### config.mk
export PLATFORM = sky130hd
export DESIGN_NAME = ring_irq_coalesce
export DESIGN_NICKNAME = d
export VERILOG_FILES = /design/src/rtl/ring_irq_pkg.sv /design/src/rtl/ring_irq_cfg.sv /design/src/rtl/ring_irq_holdoff.sv /design/src/rtl/ring_irq_status.sv /design/src/rtl/ring_irq_coalesce.sv
export SDC_FILE = /design/constraint.sdc
export NUM_CORES = 1
export LEC_CHECK = 0
export BUFFER_PORTS_ARGS = -buffer_cell sky130_fd_sc_hd__buf_4
export CORE_MARGIN = 3
export CORE_UTILIZATION = 41
export CTS_CLUSTER_SIZE = 40
export DETAILED_ROUTE_END_ITERATION = 8
export GPL_TIMING_DRIVEN = 0
export PLACE_DENSITY = 0.71
export SLEW_MARGIN = 20
export SYNTH_ARGS = -nofsm -noshare
export SYNTH_HDL_FRONTEND = slang
export SYNTH_SLANG_ARGS = --single-unit
### constraint.sdc
create_clock -name clk -period 3.9 [get_ports clk]
set_input_delay 0.39 -clock clk [delete_from_list [all_inputs] [get_ports clk]]
set_output_delay 0.39 -clock clk [all_outputs]
set_load 0.005 [all_outputs]
### src/rtl/ring_irq_pkg.sv
package ring_irq_pkg;

  localparam int ST_BITS = 2;
  localparam int ST_CNT  = 0;
  localparam int ST_TMO  = 1;

  // Threshold legal range is 0 .. entries-1.
  function automatic int unsigned clamp_threshold(input int unsigned req,
                                                  input int unsigned entries);
    return (req >= entries) ? entries - 1 : req;
  endfunction

  // Holdoff saturates at the tick limit.
  function automatic int unsigned clamp_holdoff(input int unsigned req,
                                                input int unsigned limit);
    return (req > limit) ? limit : req;
  endfunction

  // Count event: strictly more entries waiting than the threshold.
  function automatic logic occupancy_exceeds(input int unsigned occ,
                                             input int unsigned thr);
    return occ > thr;
  endfunction

  // True when the tick count that will be reached at this wrap meets the holdoff.
  function automatic logic holdoff_reached(input int unsigned ticks_done,
                                           input int unsigned hold);
    return (ticks_done + 1) >= hold;
  endfunction

endpackage

### src/rtl/ring_irq_cfg.sv
module ring_irq_cfg
  import ring_irq_pkg::*;
#(
  parameter int RING_ENTRIES = 8,
  parameter int HOLD_LIMIT   = 4096,
  parameter int HOLD_RESET   = 0,
  parameter int CFG_W        = 8,
  parameter int HOLD_IN_W    = 16,
  localparam int THR_W       = $clog2(RING_ENTRIES),
  localparam int HOLD_W      = $clog2(HOLD_LIMIT + 1)
) (
  input  logic                 clk,
  input  logic                 rst_n,
  input  logic                 thr_we,
  input  logic [CFG_W-1:0]     thr_din,
  input  logic                 hold_we,
  input  logic [HOLD_IN_W-1:0] hold_din,
  output logic [THR_W-1:0]     thr_q,
  output logic [HOLD_W-1:0]    hold_q
);

  logic [THR_W-1:0]  thr_next;
  logic [HOLD_W-1:0] hold_next;

  always_comb begin
    thr_next  = THR_W'(clamp_threshold(32'(thr_din), RING_ENTRIES));
    hold_next = HOLD_W'(clamp_holdoff(32'(hold_din), HOLD_LIMIT));
  end

  always_ff @(posedge clk or negedge rst_n) begin
    if (!rst_n) begin
      thr_q  <= THR_W'(RING_ENTRIES - 1);
      hold_q <= HOLD_W'(clamp_holdoff(HOLD_RESET, HOLD_LIMIT));
    end else begin
      if (thr_we)  thr_q  <= thr_next;
      if (hold_we) hold_q <= hold_next;
    end
  end

  p_thr_clamp_r2: assert property (@(posedge clk) disable iff (!rst_n)
    (thr_we && (32'(thr_din) >= RING_ENTRIES)) |=> (32'(thr_q) == RING_ENTRIES - 1));

  p_hold_sat_r3: assert property (@(posedge clk) disable iff (!rst_n)
    (hold_we && (32'(hold_din) > HOLD_LIMIT)) |=> (32'(hold_q) == HOLD_LIMIT));

endmodule

### src/rtl/ring_irq_holdoff.sv
module ring_irq_holdoff
  import ring_irq_pkg::*;
#(
  parameter int TICK_CYCLES = 256,
  parameter int HOLD_LIMIT  = 4096,
  parameter int OCC_W       = 4,
  localparam int PRE_W      = $clog2(TICK_CYCLES),
  localparam int HOLD_W     = $clog2(HOLD_LIMIT + 1)
) (
  input  logic              clk,
  input  logic              rst_n,
  input  logic [HOLD_W-1:0] hold_q,
  input  logic [OCC_W-1:0]  occ,
  input  logic              arrive,
  input  logic              consume,
  output logic              expire
);

  logic              running;
  logic [PRE_W-1:0]  pre_cnt;
  logic [HOLD_W-1:0] tick_cnt;

  // Named internal events.
  logic ring_empty, armed, start_w, stop_w, restart_w, wrap_w, expire_w;

  always_comb begin
    ring_empty = (occ == '0);
    armed      = (hold_q != '0);
    start_w    = arrive && !running && armed;
    stop_w     = running && ((ring_empty && !arrive) || !armed);
    restart_w  = running && !stop_w && consume && !ring_empty;
    wrap_w     = running && (pre_cnt == PRE_W'(TICK_CYCLES - 1));
    expire_w   = wrap_w && !stop_w && !restart_w &&
                 holdoff_reached(32'(tick_cnt), 32'(hold_q));
  end

  assign expire = expire_w;

  always_ff @(posedge clk or negedge rst_n) begin
    if (!rst_n) begin
      running  <= 1'b0;
      pre_cnt  <= '0;
      tick_cnt <= '0;
    end else if (start_w) begin
      running  <= 1'b1;
      pre_cnt  <= '0;
      tick_cnt <= '0;
    end else if (stop_w || expire_w) begin
      running  <= 1'b0;
      pre_cnt  <= '0;
      tick_cnt <= '0;
    end else if (restart_w) begin
      pre_cnt  <= '0;
      tick_cnt <= '0;
    end else if (running) begin
      if (wrap_w) begin
        pre_cnt  <= '0;
        tick_cnt <= tick_cnt + 1'b1;
      end else begin
        pre_cnt  <= pre_cnt + 1'b1;
      end
    end
  end

  p_off_idle_r7: assert property (@(posedge clk) disable iff (!rst_n)
    (hold_q == '0) |=> !running);

  p_empty_abandon_r6: assert property (@(posedge clk) disable iff (!rst_n)
    (running && ring_empty && !arrive) |=> !running);

  p_restart_delay_r10: assert property (@(posedge clk) disable iff (!rst_n)
    (running && consume && !ring_empty && armed) |=> !expire_w);

  p_expire_nonempty_r5: assert property (@(posedge clk) disable iff (!rst_n)
    expire |-> (occ != '0));

endmodule

### src/rtl/ring_irq_status.sv
module ring_irq_status
  import ring_irq_pkg::*;
(
  input  logic               clk,
  input  logic               rst_n,
  input  logic [ST_BITS-1:0] set_vec,
  input  logic               clr_we,
  input  logic [ST_BITS-1:0] clr_mask,
  input  logic               en_we,
  input  logic [ST_BITS-1:0] en_din,
  output logic [ST_BITS-1:0] status,
  output logic               irq
);

  logic [ST_BITS-1:0] en_q;

  always_ff @(posedge clk or negedge rst_n) begin
    if (!rst_n)     en_q <= '0;
    else if (en_we) en_q <= en_din;
  end

  for (genvar i = 0; i < ST_BITS; i++) begin : g_bit
    always_ff @(posedge clk or negedge rst_n) begin
      if (!rst_n)                      status[i] <= 1'b0;
      else if (set_vec[i])             status[i] <= 1'b1;
      else if (clr_we && clr_mask[i])  status[i] <= 1'b0;
    end

    p_set_wins_r8: assert property (@(posedge clk) disable iff (!rst_n)
      set_vec[i] |=> status[i]);

    p_clear_r8: assert property (@(posedge clk) disable iff (!rst_n)
      (clr_we && clr_mask[i] && !set_vec[i]) |=> !status[i]);
  end

  assign irq = |(status & en_q);

  p_irq_masked_r9: assert property (@(posedge clk) disable iff (!rst_n)
    (en_q == '0) |-> !irq);

endmodule

### src/rtl/ring_irq_coalesce.sv
module ring_irq_coalesce
  import ring_irq_pkg::*;
#(
  parameter int RING_ENTRIES = 8,
  parameter int TICK_CYCLES  = 256,
  parameter int HOLD_LIMIT   = 4096,
  parameter int HOLD_RESET   = 0,
  parameter int CFG_W        = 8,
  parameter int HOLD_IN_W    = 16,
  localparam int OCC_W       = $clog2(RING_ENTRIES + 1),
  localparam int THR_W       = $clog2(RING_ENTRIES),
  localparam int HOLD_W      = $clog2(HOLD_LIMIT + 1)
) (
  input  logic                 clk,
  input  logic                 rst_n,
  input  logic [OCC_W-1:0]     occupancy,
  input  logic                 arrive_pulse,
  input  logic                 consume_pulse,
  input  logic                 thr_we,
  input  logic [CFG_W-1:0]     thr_wdata,
  input  logic                 hold_we,
  input  logic [HOLD_IN_W-1:0] hold_wdata,
  input  logic                 irq_en_we,
  input  logic [1:0]           irq_en_wdata,
  input  logic                 stat_clr_we,
  input  logic [1:0]           stat_clr_mask,
  output logic [THR_W-1:0]     thr_value,
  output logic [HOLD_W-1:0]    hold_value,
  output logic [1:0]           irq_status,
  output logic                 irq
);

  logic               count_event;
  logic               timeout_event;
  logic [ST_BITS-1:0] set_vec;

  ring_irq_cfg #(
    .RING_ENTRIES(RING_ENTRIES),
    .HOLD_LIMIT  (HOLD_LIMIT),
    .HOLD_RESET  (HOLD_RESET),
    .CFG_W       (CFG_W),
    .HOLD_IN_W   (HOLD_IN_W)
  ) u_cfg (
    .clk     (clk),
    .rst_n   (rst_n),
    .thr_we  (thr_we),
    .thr_din (thr_wdata),
    .hold_we (hold_we),
    .hold_din(hold_wdata),
    .thr_q   (thr_value),
    .hold_q  (hold_value)
  );

  ring_irq_holdoff #(
    .TICK_CYCLES(TICK_CYCLES),
    .HOLD_LIMIT (HOLD_LIMIT),
    .OCC_W      (OCC_W)
  ) u_timer (
    .clk    (clk),
    .rst_n  (rst_n),
    .hold_q (hold_value),
    .occ    (occupancy),
    .arrive (arrive_pulse),
    .consume(consume_pulse),
    .expire (timeout_event)
  );

  always_comb begin
    count_event     = occupancy_exceeds(32'(occupancy), 32'(thr_value));
    set_vec         = '0;
    set_vec[ST_CNT] = count_event;
    set_vec[ST_TMO] = timeout_event;
  end

  ring_irq_status u_status (
    .clk     (clk),
    .rst_n   (rst_n),
    .set_vec (set_vec),
    .clr_we  (stat_clr_we),
    .clr_mask(stat_clr_mask),
    .en_we   (irq_en_we),
    .en_din  (irq_en_wdata),
    .status  (irq_status),
    .irq     (irq)
  );

  p_count_status_r4: assert property (@(posedge clk) disable iff (!rst_n)
    (32'(occupancy) > 32'(thr_value)) |=> irq_status[0]);

  p_thr_legal_r2: assert property (@(posedge clk) disable iff (!rst_n)
    32'(thr_value) < RING_ENTRIES);

endmodule

# Word level (Yosys, flattened, before mapping)
# Index checks and enable logic that the tools add are counted.
word_totals:
  ff_bits: 42
  in_bits: 40
  output_inout_bits: 19
  elab_cells: 65
op_classes:
  addsub: 3
  magnitude_cmp: 4
  eq_ne: 1
  n_mux: 18
  bitwise: 1
  n_reduce_logical: 30
op_table:
  columns: ["op", "n"]
  rows:
  - ["$mux 13", 6]
  - ["$mux 8", 5]
  - ["$ge 32x13->1", 1]
  - ["$gt 16x13->1 const B", 1]
  - ["$add 13x1->14 const B", 1]
  - ["$add 13x1->13 const B", 1]
  - ["$logic_and 1x1->1", 13]
  - ["$reduce_bool 13->1", 1]
  - ["$add 8x1->8 const B", 1]
  - ["$eq 8x8->1 const B", 1]
  - ["$ge 8x4->1 const B", 1]
  - ["$reduce_bool 4->1", 2]
  - ["$logic_not 1->1", 6]
  - ["$mux 1", 6]
  - ["$reduce_bool 2->1", 3]
  - ["$gt 4x3->1", 1]
  - ["$logic_not 4->1", 1]
  - ["$mux 3", 1]
  - ["$and 2x2->2", 1]
  - ["$logic_or 1x1->1", 2]
  - ["$reduce_and 2->1", 1]
  - ["$reduce_or 2->1", 1]

# Depth between registers and ports, before layout
depth:
  word_depth: 14
  ltp_mapped: 15
  ltp_nobuf: 14

# Hierarchy
# From an unflattened synthesis, not the netlist that was laid out.
hier_totals:
  cells_unflattened: 285
  area_unflattened_um2: 2676.3
modules_own_cells:
  columns: ["module", "instances", "cells_per_inst", "area_each_um2", "seq_area_each_um2"]
  rows:
  - ["ring_irq_holdoff", 1, 200, 1766.7, 550.5]
  - ["ring_irq_cfg", 1, 63, 661.9, 404.1]
  - ["ring_irq_status", 1, 11, 161.4, 100.1]
  - ["ring_irq_coalesce", 1, 11, 86.3, 0.0]

# Least setup slack after synthesis
# Ideal clock, no wire load.
synth_timing:
  kind: "register to register"
  startpoint: "register u_timer.tick_cnt[0]"
  endpoint: "register u_timer.tick_cnt[10]"
  setup_ns: 0.121
  t_arrival_ns: 2.654
  required_time_ns: 3.779
  slack_ns: 1.125
  path_stages_with_launch: 15
  path_buffers: 2
  synth_period_minus_slack_ns: 2.775
  path_cell_list: "dfrtp_1 -> and3_1 -> nand3_2 -> or2_0 -> clkbuf_2 -> nand2b_1 -> xnor2_1 -> ha_1 -> nand3_1 -> nor2_1 -> o21ai_0 -> o221a_2 -> or2_1 -> buf_6 -> a41o_1"
synth_between:
  elab_chain_cells: 6
  word_cells_on_any_way: 13
  cone_classes: "add/sub: 2; order compare: 1; mux: 5; reduce/logical: 5"
synth_lines:
  columns: ["element", "line_no", "rtl"]
  rows:
  - ["from (decl)", "ring_irq_holdoff.sv:21", "logic [HOLD_W-1:0] tick_cnt;"]
  - ["from (signal assigned)", "ring_irq_holdoff.sv:58", "tick_cnt <= tick_cnt + 1'b1;"]
  - ["$add 13x1->14 / $add 13x1->13 (equally long branches)", "ring_irq_pkg.sv:28, ring_irq_holdoff.sv:58", null]
  - ["$ge 32x13->1 / $mux 13 (equally long branches)", "ring_irq_pkg.sv:28, ring_irq_holdoff.sv:56", null]
  - ["$logic_and 1x1->1 / $mux 13 (equally long branches)", "ring_irq_holdoff.sv:33, ring_irq_holdoff.sv:55", null]
  - ["$logic_or 1x1->1 / $mux 13 (equally long branches)", "ring_irq_holdoff.sv:48, ring_irq_holdoff.sv:52", null]
  - ["$reduce_bool 4->1 (no line) / $mux 13 (equally long branches)", null, null]
  - ["$reduce_and 2->1 (no line) / $mux 13 (equally long branches)", null, null]
# Several ways; a longest one is shown, not always the timed one. The select of a mux whose other input is x is not followed.
# A chain may end at the register's enable or synchronous reset.

# Worst setup path in the final report
layout_timing:
  startpoint: "register u_timer.tick_cnt[0]"
  endpoint: "register u_timer.tick_cnt[2]"
# Same word-level chain as after synthesis.

==> metrics.cfg <==
[status]
status=finished clean

[synth]
synth_seq_cells=42
syn-num-nets=346
synthCells=288
ys_async_sr_fraction=1.00
ys.flop_type=dfrtp_1
yosysUniqueCellTypes=47
synth_edf_count=0
ys_warn_count=0
yosysSeqAreaShare=0.414
netlist_area_um2=2550
syn_avg_cell_area_um2=8.85

[setup_path]
worstPathCellList=and3_1, nand3_2, or2_0, clkbuf_2, nand2b_1, xnor2_1, ha_1, nand3_1, nor2_1, o21ai_0, o221a_2, o21ai_4, o21ai_0, a21o_1
worstSetupEndpointType=flip-flop
cp.arrival_ns=3.25
path_buf_inv=1
crit_slowest_cell=dfrtp_1
cp_max_fo=10
crit_path_frequent_cell=o21ai_0
r2r-end=u_timer.tick_cnt[2]$_DFFE_PN0P_
worst_ep_required_time_ns=4.10
crit_family=compound AO/OA/AOI/OAI gates
r2r_start=u_timer.tick_cnt[0]$_DFFE_PN0P_
worstSetupPathType=flip-flop to flip-flop
worstSetupStartpointType=flip-flop
r2r_slack_ns=0.84
r2r_cells=14
critPathMaxStageDelay_ns=0.45

[floorplanning]
die_x_um=84.8
core-area_um2=5960
ioPinCount=59
die_y_um=84.8
die-area_um2=7200
fp-row-count=28
start_util=0.428

[placed_design]
place_area_um2=3080
io_buffers=58
gp_congestion=0.817
place_hpwl_um=4620

[layout]
num-fill-cells=582
antenna_cells=0
final_common_cell=buf_4
design_area_um2=3170
drive_gt1_frac=0.229
mostFrequentLayoutCells=buf_4 (58), nand2_1 (43), dfrtp_1 (39), o21ai_0 (29), inv_1 (20)
area_growth_pct=24.4
nNetsFinal=411

[detailed_routing]
via_count=2291
drtAntennaViolNets=0
via_per_inst=5.34
dr.pass1.iters=4
drt_iter0_markers=84
wirelength_um=6090
wire_per_inst_um=14.2
drc_errors=0

[timing]
finalCriticalPeriod_ns=3.06
clock.fmax_ghz=0.327
fin_crit_sh=0.784
worst_slew_pin_slew_ns=0.555
rsz0062_at_grt=false
relSlewSlack=0.630
hold_violations=0
drv_slew=0
setup_tns_ns=0
setup_viol=0
finClkSkew_ns=0.00511

[cts]
cts_hold_buf=0
cts_made_buffers=5
ctsRootBufferMaster=clkbuf_8
cts_resized=0
clock_sinks=42
clock_latency_ns=0.30
cts_tree=yes
clk_pin_slew_ns=0.08
clockBufferDepth=2
cts_setup_buffers=0
htree_levels=2

[global_route]
grt.total_usage=0.174
antenna_found_initial=0
grt_pass1_wl_um=10100
grt_pass1_vias=2223
globalRouteOverflowTotal=0
grt_start_max_net_pins=43

[power]
peakVddDrop_mv=0.258
powerDensity_nw_per_um2=322
p_leak_nw=1.45

[run]
drv_cap=0

[min_path]
hold_path.class=primary input to asynchronous set/reset pin

[synthesized netlist by cell type, drive strengths merged, types with 2 or more instances]
library cell | instances | area [um^2]
clkbuf | 7 | 27.5
a21oi | 14 | 77.6
nand3 | 17 | 90.1
ha | 18 | 225
a211o | 2 | 17.5
o22a | 4 | 35.0
o21ai | 34 | 181
buf | 2 | 22.5
xnor2 | 7 | 61.3
a41o | 2 | 20.0
nor2b | 2 | 12.5
nand2b | 5 | 31.3
nor3 | 4 | 20.0
dfrtp | 39 | 976
dfstp | 3 | 78.8
nand2 | 44 | 168
inv | 20 | 75.1
mux2 | 2 | 22.5
o31ai | 3 | 22.5
or3 | 4 | 25.0
nor4 | 7 | 43.8
or2 | 2 | 12.5
and3 | 2 | 12.5
nand4 | 4 | 25.0
nor2 | 16 | 60.1
xor2 | 4 | 35.0
a21o | 7 | 52.6
[stage by stage]
step | util | instances | hold WS, ns | power (W) | setup WS [ns]
2_1_floorplan | - | 288 | 0.0944 | 0.000636 | 1.13
3_3_place_gp | 0.517 | 421 | 0.412 | 0.000725 | 0.903
3_5_place_dp | 0.517 | 421 | 0.420 | 0.000732 | 0.856
4_1_cts | 0.532 | 429 | 0.0958 | 0.00103 | 0.845
5_1_grt | 0.532 | 429 | 0.114 | 0.00108 | 0.580
6_report | 0.532 | 429 | 0.0786 | 0.00102 | 0.843
[flip-flops by register name, indices dropped and copies added (netlist names)]
| signal | flops |
|---|---|
| u_cfg.thr_q | 3 |
| u_timer.running | 1 |
| u_status.en_q | 2 |
| u_timer.tick_cnt | 13 |
| u_timer.pre_cnt | 8 |
| u_status.status | 2 |
| u_cfg.hold_q | 13 |
[per-layer routing]
layer  global-route usage  wire, um  vias up
met5                    0         0        -
met4               0.0561        63        0
met3               0.0350       341        7
met2                0.285      2960       58
met1                0.233      2720     1077
li1                     -         -     1149
[kinds of logic (layout without fill, tap and decap cells)]
family	after synthesis	in the layout	synth area share
mux	2	2	0.00884
flops	42	42	0.414
fa+ha+maj	18	18	0.0884
buf+inv	29	95	0.0491
simple gates	112	112	0.215
xor+xnor	11	11	0.0378
compound gates	74	74	0.187
[report_power, final]
group          switching [W]  total, W  internal (W)
clock network       0.000152  0.000295      0.000143
logic               0.000117  0.000227      0.000110
registers          0.0000330  0.000497      0.000464
[worst max path at each step]
stage / start / endpoint / slack [ns] / cells after the start
3_3_place_gp: u_timer.tick_cnt[0]$_DFFE_PN0P_ / u_timer.tick_cnt[2]$_DFFE_PN0P_ / 0.90 / 14
6_report: u_timer.tick_cnt[0]$_DFFE_PN0P_ / u_timer.tick_cnt[2]$_DFFE_PN0P_ / 0.84 / 14
2_1_floorplan: u_timer.tick_cnt[0]$_DFFE_PN0P_ / u_timer.tick_cnt[10]$_DFFE_PN0P_ / 1.13 / 14
4_1_cts: u_timer.tick_cnt[0]$_DFFE_PN0P_ / u_timer.tick_cnt[2]$_DFFE_PN0P_ / 0.85 / 14
5_1_grt: u_timer.tick_cnt[0]$_DFFE_PN0P_ / u_timer.tick_cnt[3]$_DFFE_PN0P_ / 0.58 / 15
3_5_place_dp: u_timer.tick_cnt[0]$_DFFE_PN0P_ / u_timer.tick_cnt[2]$_DFFE_PN0P_ / 0.86 / 14
[layout make-up]
type                       count  area (um^2)  share of cell area
timing repair buffer          58          435               0.137
clock buffer                   7         86.3              0.0273
multi-input combinational    217         1370               0.432
clock inverter                 1         5.00             0.00158
sequential                    42         1050               0.333
inverter                      20         75.1              0.0237
buffer                         9         50.0              0.0158
tap                           75         93.8              0.0296
Power figures use the tool's default switching activity.
